<file path="config.mk">
export PLATFORM = sky130hd
export DESIGN_NAME = desc_prefetch_sched
export DESIGN_NICKNAME = d
export VERILOG_FILES = /design/src/rtl/dps_pkg.sv /design/src/rtl/dps_queue_eval.sv /design/src/rtl/dps_datapath.sv /design/src/rtl/dps_control.sv /design/src/rtl/desc_prefetch_sched.sv
export SDC_FILE = /design/constraint.sdc
export NUM_CORES = 1
export LEC_CHECK = 0
export ABC_AREA = 0
export BUFFER_PORTS_ARGS = -buffer_cell sky130_fd_sc_hd__buf_2
export CELL_PAD_IN_SITES_DETAIL_PLACEMENT = 1
export CELL_PAD_IN_SITES_GLOBAL_PLACEMENT = 1
export CORE_MARGIN = 2
export CORE_UTILIZATION = 36
export DETAILED_ROUTE_END_ITERATION = 16
export HOLD_SLACK_MARGIN = 0.12
export PLACE_DENSITY_LB_ADDON = 0.25
export SYNTH_ARGS = -nofsm -noshare
export SYNTH_HDL_FRONTEND = slang
export SYNTH_SLANG_ARGS = --single-unit
</file>
<file path="constraint.sdc">
create_clock -name clk -period 7.6 [get_ports clk]
set_input_delay 0.76 -clock clk [delete_from_list [all_inputs] [get_ports clk]]
set_output_delay 0.76 -clock clk [all_outputs]
set_load 0.05 [all_outputs]
</file>
<file path="src/rtl/dps_pkg.sv">
package dps_pkg;

  // Strobes issued by the control FSM to the datapath.
  typedef struct packed {
    logic capture;  // latch the chosen queue and burst as the new request
    logic retire;   // request finished: move the round-robin pointer
  } dpsStrobe_t;

  typedef enum logic {
    ST_IDLE = 1'b0,
    ST_BUSY = 1'b1
  } dpsState_e;

endpackage

</file>
<file path="src/rtl/dps_queue_eval.sv">
// Per-queue evaluation: burst size, minimum burst check and promotion.
module dps_queue_eval #(
  parameter int DEPTH  = 32,
  parameter int POST_W = 16,
  parameter int LVL_W  = 6
) (
  input  logic [LVL_W-1:0]  level,
  input  logic [POST_W-1:0] posted,
  input  logic              enable,
  input  logic              allowShort,
  input  logic [3:0]        minLow,
  input  logic [3:0]        minHigh,
  input  logic [7:0]        prefThr,
  input  logic [7:0]        promoThr,
  input  logic              promoteEn,
  output logic              eligible,
  output logic              promoted,
  output logic [LVL_W-1:0]  burst
);

  localparam int TW = (LVL_W > 8) ? LVL_W : 8;
  localparam int PW = (POST_W > LVL_W) ? POST_W : LVL_W;

  logic [LVL_W-1:0] freeSpace;
  logic [PW-1:0]    freeWide;
  logic [PW-1:0]    postWide;
  logic [3:0]       minBurst;
  logic             belowPref;

  always_comb begin
    freeSpace = (level >= LVL_W'(DEPTH)) ? '0 : (LVL_W'(DEPTH) - level);
    freeWide  = PW'(freeSpace);
    postWide  = PW'(posted);
    burst     = (postWide < freeWide) ? LVL_W'(postWide) : freeSpace;
    belowPref = TW'(level) < TW'(prefThr);
    minBurst  = belowPref ? minLow : minHigh;
    eligible  = enable && (burst != '0) &&
                (allowShort || (TW'(minBurst) <= TW'(burst)));
    promoted  = promoteEn && (TW'(level) < TW'(promoThr));
  end

endmodule

</file>
<file path="src/rtl/dps_datapath.sv">
// Datapath: per-queue evaluation, arbitration and request registers.
module dps_datapath
  import dps_pkg::*;
#(
  parameter int NQ     = 4,
  parameter int DEPTH  = 32,
  parameter int POST_W = 16,
  parameter int QOS_W  = 3,
  parameter int LVL_W  = 6,
  parameter int QID_W  = 2
) (
  input  logic                clk,
  input  logic                rstN,
  input  logic [NQ*LVL_W-1:0] qLevel,
  input  logic [NQ*POST_W-1:0] qPosted,
  input  logic [NQ*QOS_W-1:0] qQos,
  input  logic [NQ-1:0]       qEnable,
  input  logic [NQ-1:0]       qAllowShort,
  input  logic [3:0]          minBurstLow,
  input  logic [3:0]          minBurstHigh,
  input  logic [7:0]          prefetchThr,
  input  logic                promoteEn,
  input  logic [7:0]          promoteThr,
  input  logic                forcePromote,
  input  logic                forceRoundRobin,
  input  logic [7:0]          almostFullThr,
  input  dpsStrobe_t          strobe,
  output logic                anyEligible,
  output logic [QID_W-1:0]    reqQueue,
  output logic [LVL_W-1:0]    reqLen,
  output logic [NQ-1:0]       almostFull
);

  localparam int SW = QOS_W + 1;
  localparam int TW = (LVL_W > 8) ? LVL_W : 8;

  logic [NQ-1:0]    elig;
  logic [NQ-1:0]    prom;
  logic [LVL_W-1:0] burst [NQ];
  logic [SW-1:0]    score [NQ];
  logic [NQ-1:0]    afNext;

  logic [QID_W-1:0] lastQ;
  logic             lastValid;
  logic             pickFound;
  logic [QID_W-1:0] pickQ;
  logic [SW-1:0]    pickScore;
  logic [QID_W-1:0] idx;

  for (genvar g = 0; g < NQ; g++) begin : gQueue
    dps_queue_eval #(
      .DEPTH (DEPTH),
      .POST_W(POST_W),
      .LVL_W (LVL_W)
    ) uEval (
      .level     (qLevel[g*LVL_W +: LVL_W]),
      .posted    (qPosted[g*POST_W +: POST_W]),
      .enable    (qEnable[g]),
      .allowShort(qAllowShort[g]),
      .minLow    (minBurstLow),
      .minHigh   (minBurstHigh),
      .prefThr   (prefetchThr),
      .promoThr  (promoteThr),
      .promoteEn (promoteEn),
      .eligible  (elig[g]),
      .promoted  (prom[g]),
      .burst     (burst[g])
    );

    // Priority key: promotion on top, QoS below unless round robin is forced.
    always_comb begin
      score[g] = {prom[g], forceRoundRobin ? {QOS_W{1'b0}} : qQos[g*QOS_W +: QOS_W]};
      afNext[g] = TW'(qLevel[g*LVL_W +: LVL_W]) >= TW'(almostFullThr);
    end
  end

  // Scan in round-robin order from the queue after the last served one;
  // only a strictly higher key replaces the current pick, so ties keep
  // the earliest queue in that order.
  always_comb begin
    pickFound = 1'b0;
    pickQ     = lastQ;
    pickScore = '0;
    idx       = '0;
    if (forcePromote && lastValid && elig[lastQ]) begin
      pickFound = 1'b1;
    end else begin
      for (int off = 1; off <= NQ; off++) begin
        idx = QID_W'((int'(lastQ) + off) % NQ);
        if (elig[idx] && (!pickFound || (score[idx] > pickScore))) begin
          pickFound = 1'b1;
          pickQ     = idx;
          pickScore = score[idx];
        end
      end
    end
  end

  assign anyEligible = pickFound;

  always_ff @(posedge clk or negedge rstN) begin
    if (!rstN) begin
      reqQueue   <= '0;
      reqLen     <= '0;
      lastQ      <= QID_W'(NQ - 1);
      lastValid  <= 1'b0;
      almostFull <= '0;
    end else begin
      almostFull <= afNext;
      if (strobe.capture) begin
        reqQueue <= pickQ;
        reqLen   <= burst[pickQ];
      end
      if (strobe.retire) begin
        lastQ     <= reqQueue;
        lastValid <= 1'b1;
      end
    end
  end

endmodule

</file>
<file path="src/rtl/dps_control.sv">
// Control: one request in flight, an idle decision cycle between requests.
module dps_control
  import dps_pkg::*;
(
  input  logic       clk,
  input  logic       rstN,
  input  logic       anyEligible,
  input  logic       reqDone,
  output dpsStrobe_t strobe,
  output logic       reqValid
);

  dpsState_e state;
  dpsState_e stateNext;

  always_comb begin
    strobe.capture = (state == ST_IDLE) && anyEligible;
    strobe.retire  = (state == ST_BUSY) && reqDone;
    stateNext      = state;
    if (strobe.capture) stateNext = ST_BUSY;
    if (strobe.retire)  stateNext = ST_IDLE;
  end

  always_ff @(posedge clk or negedge rstN) begin
    if (!rstN) state <= ST_IDLE;
    else       state <= stateNext;
  end

  assign reqValid = (state == ST_BUSY);

endmodule

</file>
<file path="src/rtl/desc_prefetch_sched.sv">
module desc_prefetch_sched
  import dps_pkg::*;
#(
  parameter  int NQ     = 4,
  parameter  int DEPTH  = 32,
  parameter  int POST_W = 16,
  parameter  int QOS_W  = 3,
  localparam int LVL_W  = $clog2(DEPTH + 1),
  localparam int QID_W  = (NQ > 1) ? $clog2(NQ) : 1
) (
  input  logic                 clk,
  input  logic                 rstN,
  input  logic [NQ*LVL_W-1:0]  qLevel,
  input  logic [NQ*POST_W-1:0] qPosted,
  input  logic [NQ*QOS_W-1:0]  qQos,
  input  logic [NQ-1:0]        qEnable,
  input  logic [NQ-1:0]        qAllowShort,
  input  logic [3:0]           minBurstLow,
  input  logic [3:0]           minBurstHigh,
  input  logic [7:0]           prefetchThr,
  input  logic                 promoteEn,
  input  logic [7:0]           promoteThr,
  input  logic                 forcePromote,
  input  logic                 forceRoundRobin,
  input  logic [7:0]           almostFullThr,
  input  logic                 reqDone,
  output logic                 reqValid,
  output logic [QID_W-1:0]     reqQueue,
  output logic [LVL_W-1:0]     reqLen,
  output logic [NQ-1:0]        almostFull
);

  dpsStrobe_t strobe;
  logic       anyEligible;

  dps_control uCtrl (
    .clk        (clk),
    .rstN       (rstN),
    .anyEligible(anyEligible),
    .reqDone    (reqDone),
    .strobe     (strobe),
    .reqValid   (reqValid)
  );

  dps_datapath #(
    .NQ    (NQ),
    .DEPTH (DEPTH),
    .POST_W(POST_W),
    .QOS_W (QOS_W),
    .LVL_W (LVL_W),
    .QID_W (QID_W)
  ) uDp (
    .clk            (clk),
    .rstN           (rstN),
    .qLevel         (qLevel),
    .qPosted        (qPosted),
    .qQos           (qQos),
    .qEnable        (qEnable),
    .qAllowShort    (qAllowShort),
    .minBurstLow    (minBurstLow),
    .minBurstHigh   (minBurstHigh),
    .prefetchThr    (prefetchThr),
    .promoteEn      (promoteEn),
    .promoteThr     (promoteThr),
    .forcePromote   (forcePromote),
    .forceRoundRobin(forceRoundRobin),
    .almostFullThr  (almostFullThr),
    .strobe         (strobe),
    .anyEligible    (anyEligible),
    .reqQueue       (reqQueue),
    .reqLen         (reqLen),
    .almostFull     (almostFull)
  );

endmodule

</file>
==> key figures <==
Power
  – Pint: roughly 0.0011 W
  – Comb pwr share: 87.2%
  – PwrDens: about 240 mW/mm2
  – Leakage Power: about 4.5 nW
  – Psw: ~0.0011 W
  – Switching Share: 50.2%
  – Seq pwr share: just over 7%
  – VDD IR max: 0.000181 V
  – Total power: approximately 0.0022 W
  – Clk network pwr share: 5.6%

Logic synthesis
  – Synth top area cells: ha_1 (25%), dfrtp_1 (6.2%), mux2_2 (6.0%), mux2i_1 (5.5%), nor2_1 (5.3%)
  – Register area share after synthesis: 7.17%
  – Mapped Cells: 724
  – Post-synth EDFFs: 0
  – Yosys Warn Count: 0
  – Synth top cells by count: ha_1 (112), nor2_1 (79), a21oi_1 (54)
  – Post-synth top area share: around 25%
  – Count leader, synth: ha_1
  – Syn Std Cell Area: around 0.0056 mm2
  – Synth Flop Type: dfrtp_1
  – Synth unique cells: 77
  – Synth async-reset ratio: between 90% and 100%
  – Synth Net Count: 982
  – Synthesis-stage register bit count: 16
  – Syn_area_per_cell: just under 8 um2
  – Yosys top cell by area: ha_1

GRT
  – First-pass GRT wire length: between 40 and 50 mm
  – GR Overflow Total: 0
  – Initial antenna violation count: 0
  – Gr usage total: between 30% and 40%
  – Largest net degree at the start of global routing: 26
  – Vias in the first global route: approximately 9000

Detailed routing
  – Post-route ant nets: 0
  – WL met2: around 16 mm
  – Residual DRC: 0
  – Top Layer Used: met4
  – Average wire per standard cell: 25.2 um
  – Final WL: between 30 and 40 mm
  – Initial drt markers: ~620
  – WL met3: ~2.2 mm
  – Via count: between 8000 and 9000
  – M1 WL: between 10 and 15 mm
  – Drt pass-1 iters: 5
  – Vias/cell: roughly 6.3

Worst setup path
  – CP top delay family: compound AO/OA/AOI/OAI gates
  – Crit path max-delay cell type: mux4_2
  – Most common cell type on the critical path: a21oi_2
  – Req. time, crit path: ~7.7 ns
  – Worst R2R Setup Slack: 0.35 ns
  – CP Buf/Inv Count: 7
  – Worst Path Arrival: 10.16 ns
  – CP Max Fanout: 6
  – Worst path max stage delay: approximately 0.56 ns
  – Crit Path Class: primary input to flip-flop
  – CP endpoint kind: flip-flop
  – CP Launch Type: primary input

Floorplanning
  – IO Count: approximately 160
  – Die area: between 0.015 and 0.02 mm2
  – # rows: 45
  – Core Area: roughly 0.015 mm2
  – Die X: between 100 and 150 um
  – Initial Util: 37.0%
  – Die height: roughly 130 um

Clock network
  – TritonCTS clock tree: built
  – Worst skew pair latency: 0.27 ns
  – Root Driver: clkbuf_16
  – H-tree Lvls: 1
  – Worst-path clk slew: approximately 0.06 ns
  – Clock sinks: 16
  – Num CTS Buffers: 3
  – Maximum root-to-sink buffer count: 2

Placed design
  – Port bufs: between 150 and 200
  – Detailed placement HPWL: around 20 mm
  – DP Area: roughly 0.0082 mm2
  – Placer's final routability congestion estimate: 0.901

STA
  – Min cycle time layout: ~10 ns
  – Clock Skew: roughly 0.0054 ns
  – Max-slew violation count: 0
  – Crit share post-route: 132%
  – Max Fclk: around 0.1 GHz
  – Endpoints failing hold: 0
  – Fin worst setup slack: -2.42 ns
  – Setup Viol. Count Final: 8
  – Worst slew margin: about half
  – Worst-margin pin slew: approximately 0.74 ns
  – RSZ-0062 raised after global routing: true

Cells and area
  – Nets: roughly 1400
  – Antenna cells: 0
  – Area of the multi-input gates: between 0.005 and 0.006 mm2
  – Fin util: 60.8%
  – Layout cell share with drive strength beyond 1: 50.2%
  – Layout Area Growth over Synthesis: 64.6%
  – Fin area: 0.00925 mm2
  – FILL cells: between 1500 and 2000
  – FF/Latch Area: 403 um2

Job
  – Max_cap viols: 0

Outcome
  – Failing checks: negative setup slack
  – Status: finished, violations left

Min path
  – Worst Hold Class: primary input to async pin
## state kept, by name (all words and copies together), names as in the netlist
register / flops
uDp.reqLen: 6
uDp.almostFull: 4
uDp.lastQ: 2
uDp.reqQueue: 2
uCtrl.reqValid: 1
uDp.lastValid: 1
## cell type report
class | instances | area share, %
multi-input cells | 645 | 60.6
repair buffers | 399 | 29.3
flip-flops and latches | 16 | 4.36
well taps | 188 | 2.54
inverters | 47 | 2.25
clock buffers | 4 | 0.960
## metrics by stage
step | cells | worst slack, ns | hold slack, ns | setup TNS [ns]
after detailed placement | 1251 | -2.65 | 0.470 | -20.23
after CTS | 1287 | -1.85 | 0.441 | -14.09
after global routing | 1299 | -2.77 | 0.454 | -21.38
after global placement | 1251 | -2.18 | 0.467 | -16.77
final | 1299 | -2.42 | 0.431 | -18.44
after floorplan | 724 | -2.16 | 0.435 | -16.08
## power groups by stage
stage | Clock, W | Sequential (W) | Combinational [W]
2_1_floorplan | 0 | 0.000207 | 0.000910
3_3_place_gp | 0 | 0.000160 | 0.00145
3_5_place_dp | 0 | 0.000160 | 0.00152
4_1_cts | 0.000123 | 0.000159 | 0.00171
5_1_grt | 0.000127 | 0.000165 | 0.00206
6_report | 0.000125 | 0.000162 | 0.00195
## placed cells by master (no fill, tap or decap), drive strengths merged, types with 7 or more instances in the layout
cell type and n:
nor2 79, a21o 14, nor4 19, xor2 8
nor3 20, nand2 43, a2111oi 7, a221oi 7
and2 8, dfrtp 14, mux2 34, a21oi 54
inv 46, a211oi 11, a211o 10, buf 399
ha 112, o21ai 43, mux2i 31, or3 7
nor2b 9, nand2b 27
## worst paths after layout
check / from / end / cells after the start
hold / removal: rstN / uDp.reqLen[2]$_DFFE_PN0P_ / 1
setup reg to reg: uDp.lastQ[1]$_DFFE_PN1P_ / uDp.reqLen[1]$_DFFE_PN0P_ / 39
max in group asynchronous: rstN / uDp.lastQ[0]$_DFFE_PN1P_ / 1
hold reg to reg: uDp.lastValid$_DFFE_PN0P_ / uDp.lastValid$_DFFE_PN0P_ / 1
setup / recovery: qLevel[18] / uDp.reqLen[1]$_DFFE_PN0P_ / 52
min in group clk: uDp.lastValid$_DFFE_PN0P_ / uDp.lastValid$_DFFE_PN0P_ / 1
## kinds of logic (layout without fill, tap and decap cells)
| group | after synthesis | after routing | synth area share, % |
|---|---|---|---|
| adder cells (fa/ha/maj) | 112 | 112 | 24.9 |
| multiplexers | 66 | 66 | 12.9 |
| buffers and inverters | 64 | 450 | 4.43 |
| XOR/XNOR | 11 | 11 | 1.71 |
| AND/OR/NAND/NOR | 241 | 242 | 21.6 |
| AO/OA/AOI/OAI | 214 | 214 | 27.2 |
| flip-flops | 16 | 16 | 7.17 |
## what timing repair did
| item | 4_1_cts | 5_1_grt |
|---|---|---|
| pin swaps | 47 | 32 |
| cloned | 1 | 0 |
| buffers inserted | 34 | 12 |
| hold buffers | 0 | 0 |
| endpoints found under the setup margin | 8 | 8 |
| gates resized for setup | 86 | 62 |
## routing by layer
layer / vias up / track usage, %
met3: 232 / 6.49
met4: 0 / 22.9
met5: - / 0
met1: 3902 / 37.7
met2: 513 / 66.0
li1: 3527 / -
(Power assumes the default switching activity.)
